<file path="src/rtl/frfcfs_sched.sv">
module frfcfs_sched #(
  parameter int DEPTH = 8,
  parameter int ROW_W = 14,
  parameter int COL_W = 11
) (
  input  logic             clk,
  input  logic             rst_n,
  input  logic             fcfs_mode,
  input  logic             open_valid,
  input  logic [ROW_W-1:0] open_row,
  input  logic             enq_valid,
  output logic             enq_ready,
  input  logic [ROW_W-1:0] enq_row,
  input  logic [COL_W-1:0] enq_col,
  input  logic             enq_wr,
  input  logic             bank_ready,
  output logic             sel_valid,
  output logic [ROW_W-1:0] sel_row,
  output logic [COL_W-1:0] sel_col,
  output logic             sel_wr,
  output logic             deq
);
  localparam int CW = $clog2(DEPTH + 1);
  localparam int IW = (DEPTH > 1) ? $clog2(DEPTH) : 1;

  // slot 0 holds the oldest request; slots at or above count are empty
  logic [ROW_W-1:0] q_row [DEPTH];
  logic [COL_W-1:0] q_col [DEPTH];
  logic             q_wr  [DEPTH];
  logic [CW-1:0]    count;
  logic [IW-1:0]    sel_idx;
  logic [IW-1:0]    wpos;
  logic             hit_found;
  logic             push;

  always_comb begin
    hit_found = 1'b0;
    sel_idx   = '0;
    if (!fcfs_mode && open_valid) begin
      for (int i = 0; i < DEPTH; i++) begin
        if (!hit_found && i < int'(count) && q_row[i] == open_row) begin
          hit_found = 1'b1;
          sel_idx   = IW'(i);
        end
      end
    end
  end

  assign sel_valid = (count != '0);
  assign sel_row   = q_row[sel_idx];
  assign sel_col   = q_col[sel_idx];
  assign sel_wr    = q_wr[sel_idx];
  assign deq       = sel_valid && bank_ready;
  assign enq_ready = (int'(count) < DEPTH);
  assign push      = enq_valid && enq_ready;
  assign wpos      = IW'(count - CW'(deq));

  always_ff @(posedge clk) begin
    if (!rst_n) begin
      count <= '0;
    end else begin
      count <= count + CW'(push) - CW'(deq);
    end
    for (int i = 0; i < DEPTH - 1; i++) begin
      if (deq && i >= int'(sel_idx)) begin
        q_row[i] <= q_row[i+1];
        q_col[i] <= q_col[i+1];
        q_wr[i]  <= q_wr[i+1];
      end
    end
    if (push) begin
      q_row[wpos] <= enq_row;
      q_col[wpos] <= enq_col;
      q_wr[wpos]  <= enq_wr;
    end
  end

  assert_no_overflow_R2: assert property (@(posedge clk) disable iff (!rst_n)
    int'(count) <= DEPTH);
  assert_full_selects_R2: assert property (@(posedge clk) disable iff (!rst_n)
    !enq_ready |-> sel_valid);
  assert_oldest_in_fcfs_R3: assert property (@(posedge clk) disable iff (!rst_n)
    (fcfs_mode && sel_valid) |-> (sel_idx == '0));
  assert_closed_row_oldest_R7: assert property (@(posedge clk) disable iff (!rst_n)
    (!open_valid && sel_valid) |-> (sel_idx == '0));
  assert_head_hit_first_R5: assert property (@(posedge clk) disable iff (!rst_n)
    (!fcfs_mode && open_valid && sel_valid && q_row[0] == open_row) |-> (sel_idx == '0));
  assert_deq_shrinks_R8: assert property (@(posedge clk) disable iff (!rst_n)
    (deq && !push) |=> (count == $past(count) - CW'(1)));
  assert_push_grows_R9: assert property (@(posedge clk) disable iff (!rst_n)
    (push && !deq) |=> (count == $past(count) + CW'(1)));
  assert_stall_holds_R8: assert property (@(posedge clk) disable iff (!rst_n)
    (!bank_ready && !push) |=> $stable(count));
endmodule

</file>
<file path="config.mk">
export PLATFORM = sky130hd
export DESIGN_NAME = frfcfs_sched
export DESIGN_NICKNAME = d
export VERILOG_FILES = /design/src/rtl/frfcfs_sched.sv
export SDC_FILE = /design/constraint.sdc
export NUM_CORES = 1
export LEC_CHECK = 0
export ABC_AREA = 1
export BUFFER_PORTS_ARGS = -buffer_cell sky130_fd_sc_hd__buf_2
export CAP_MARGIN = 20
export CORE_MARGIN = 2
export CORE_UTILIZATION = 49
export DETAILED_ROUTE_END_ITERATION = 10
export GPL_ROUTABILITY_DRIVEN = 0
export GPL_TIMING_DRIVEN = 0
export PLACE_DENSITY = 0.66
export SYNTH_ARGS = -nofsm -noshare
export SYNTH_HDL_FRONTEND = slang
export SYNTH_SLANG_ARGS = --single-unit
</file>
<file path="constraint.sdc">
create_clock -name clk -period 15.1 [get_ports clk]
set_clock_uncertainty 0.2 [all_clocks]
set_input_delay 0.755 -clock clk [delete_from_list [all_inputs] [get_ports clk]]
set_output_delay 0.755 -clock clk [all_outputs]
set_load 0.01 [all_outputs]
</file>
==> summary.txt <==
STA
  • Post-route setup TNS: 0 ns
  • Slew at the pin with the worst max-slew slack: around 1.1 ns
  • Setup violations, final: 0
  • Hold Slack: between 0.15 and 0.2 ns
  • Fin crit share: 36.49%
  • Hold Fails Final Rpt: 0
  • Slew margin rel.: a little over a quarter
  • Peak Freq: ~180 MHz
  • Max-slew violation count: 0
  • Tmin final: between 5 and 6 ns
  • Worst setup margin: 9.591 ns
  • RSZ-0062 raised after global routing: no

Finish
  • Non-filler cells in the finished layout: ~2300
  • Final core occ: 55.78%
  • Syn-to-layout area delta: 11.67%
  • Number of diodes: 0
  • Leading cell type in the layout, fill and taps excluded: nand2_1
  • Final net count: 1969
  • Filler cell count: about 2500
  • Most frequent cells in the layout: nand2_1, inv_1, edfxtp_1
  • Area of the multi-input gates: between 5000 and 6000 µm²
  • FF+latch area: 6326 µm²
  • Share of layout cells above drive strength 1: a little under a tenth
  • Design Area, Final: about 15000 µm²

Pwr
  • Reg power frac: roughly 44%
  • P per Cell Area: 191.9 nW/µm²
  • LEAKAGE: 7.322 nW
  • Clock power frac: 19.5%
  • NetSw: between 1 and 1.5 mW
  • Tot Pwr: 2.885 mW
  • Worst vdd ir: between 0.09 and 0.1 mV
  • Combinational power share: between 30% and 40%
  • Cell-internal power: about 1.8 mW
  • Sw Share: between 30% and 40%

Synth
  • Post-synthesis net count: approximately 1900
  • Seq cells post-synth: 212
  • Leading area contributor after synthesis: edfxtp_1
  • Unique cell type count in the Yosys netlist: 38
  • Post-synth top area share: a little under half
  • YS warnings: 0
  • Post-Syn Instances: 1817
  • Syn Area/Cell: 7.409 µm²
  • Mapped Area: 13460 µm²
  • Part of the Yosys area used for sequential elements: around 47%
  • Area contributors post-synth: edfxtp_1, nand2_1, o21ai_0, inv_1, nand3_1

Setup path
  • CP delay by family, top: simple AND/OR/NAND/NOR gates
  • CP max stage delay: 0.60 ns
  • CP Capture Type: output pin
  • Worst EP required: 14.15 ns
  • Crit-path max FO: 9
  • CP arrival: 4.55 ns
  • Crit-path cells: inv_1 > ha_1 > nand2_1 > nor2_1 > nor2_1 > nand2_1 > nor2_1 > nand2_2 > nand2_2 > nor2_8 > nand4_1 > nand3_1 > inv_1 > nor2_2 > nand3_1 > nand2_1 > inv_1 > nand2_1 > buf_2
  • CP Launch Type: flop
  • Most frequent CP cell: nand2_1
  • Crit path buf inv count: 4
  • Critical path type: reg -> out
  • CP max-delay cell: nor2_1

Clock tree
  • CTS sink count: 212
  • CTS tree: done
  • Clock root cell: clkbuf_16
  • Clock Latency Late Sink: between 0.5 and 0.6 ns
  • Post CTS Setup Buffer Count: 0
  • Max clock buf depth: 3
  • Clk slew on worst S/H paths: approximately 0.060 ns
  • Resize count post-CTS: 0
  • CTS H-tree depth: 1
  • CTS Buf Count: 24
  • Hold-fix buffers, CTS: 0

Run
  • # Max-Cap Violations: 0

Placement
  • Post-Place Setup Slack: roughly 10 ns
  • DP Area: 14290 µm²
  • HPWL after DPL: 35720 µm
  • Cell count after placement: between 2000 and 2500
  • IO Port Bufs: between 60 and 70

Drt
  • First DRT Iteration DRCs: 1614
  • Detail Route Antenna Nets: 0
  • DRT Wirelength: between 40000 and 50000 µm
  • DR DRC count: 0
  • Via density: roughly 5.5
  • Post-DR wirelength/cell: ~20 µm
  • First-pass iteration count of the detailed router: 6
  • Via Count: around 13000

Global route
  • First-pass GRT wire length: 68150 µm
  • GRT Util Overall: 31.69%
  • Vias in the first global route: between 10000 and 15000
  • Initial antenna violation count: 0
  • Largest net degree at the start of global routing: 27
  • Gr ovfl total: 0

Run status
  • Status: finished, final reports clean

Floorplan
  • DIE AREA: approximately 29000 µm²
  • Die Span X: roughly 170 µm
  • Die span in y: about 170 µm
  • Core Rows: 60
  • Initial Util: around half
  • CORE AREA: 26950 µm²
  • Ports: 75

Hold path
  • HP Class: in -> reg
==> cell usage after synthesis, drive strengths merged <==
cell type	count
nand2	768
inv	238
edfxtp	208
o21ai	195
nand3	148
nor2	80
clkbuf	48
buf	40
nand3b	34
xnor2	18
nand4	9
ha	8
a21oi	4
dfxtp	4
xor2	4
nor3	2
o211ai	2
o22ai	2
a211oi	1
fa	1
nor4	1
o31ai	1
or2	1
==> power by group through the flow <==
| stage | clock network [mW] | logic [mW] | registers, mW |
|---|---|---|---|
| 3_3_place_gp | 0 | 0.988 | 1.26 |
| 5_1_grt | 0.582 | 1.21 | 1.29 |
| 2_1_floorplan | 0 | 0.729 | 1.21 |
| 6_report | 0.562 | 1.06 | 1.26 |
| 3_5_place_dp | 0 | 1.04 | 1.26 |
| 4_1_cts | 0.561 | 1.04 | 1.25 |
==> layer usage <==
layer  vias up  GRT usage [%]  wire length [µm]
met5         -              0                 0
met3       116          6.646              6023
li1       5997              -                 -
met1      5638          45.32             18710
met2       861          47.91             19020
met4         0          11.00              1622
==> cell type report <==
class / instances / share of cell area [%]
flip-flops and latches: 212 / 42.08
multi-input cells: 1279 / 38.25
inverters: 238 / 6.092
clock buffers: 36 / 4.361
plain buffers: 88 / 3.221
well taps: 341 / 2.838
repair buffers: 71 / 2.680
clock inverters: 8 / 0.4827
==> cells by family (layout without fill, tap and decap cells) <==
logic type      after synthesis  after routing  share of synthesized area (%)
simple gates               1043           1043                          32.45
flops                       212            212                          46.99
fa+ha+maj                     9              9                         0.8922
xor+xnor                     22             22                          1.431
buf+inv                     326            441                          10.40
compound gates              205            205                          7.835
==> flip-flops by register name (all words and copies together), names as in the netlist <==
name / cells
count: 4
q_col: 88
q_row: 112
q_wr: 8
==> path summary, 6_finish.rpt <==
kind,start,endpoint,slack [ns],depth (start not counted)
max,count[3]$_SDFF_PN0_,sel_row[11],9.59,19
min reg2reg,q_col[3][2]$_DFFE_PP_,q_col[2][2]$_DFFE_PP_,0.35,2
max reg2reg,count[3]$_SDFF_PN0_,q_row[1][9]$_DFFE_PP_,9.66,16
min,enq_col[3],q_col[7][3]$_DFFE_PP_,0.20,1
Power figures use the tool's default switching activity.
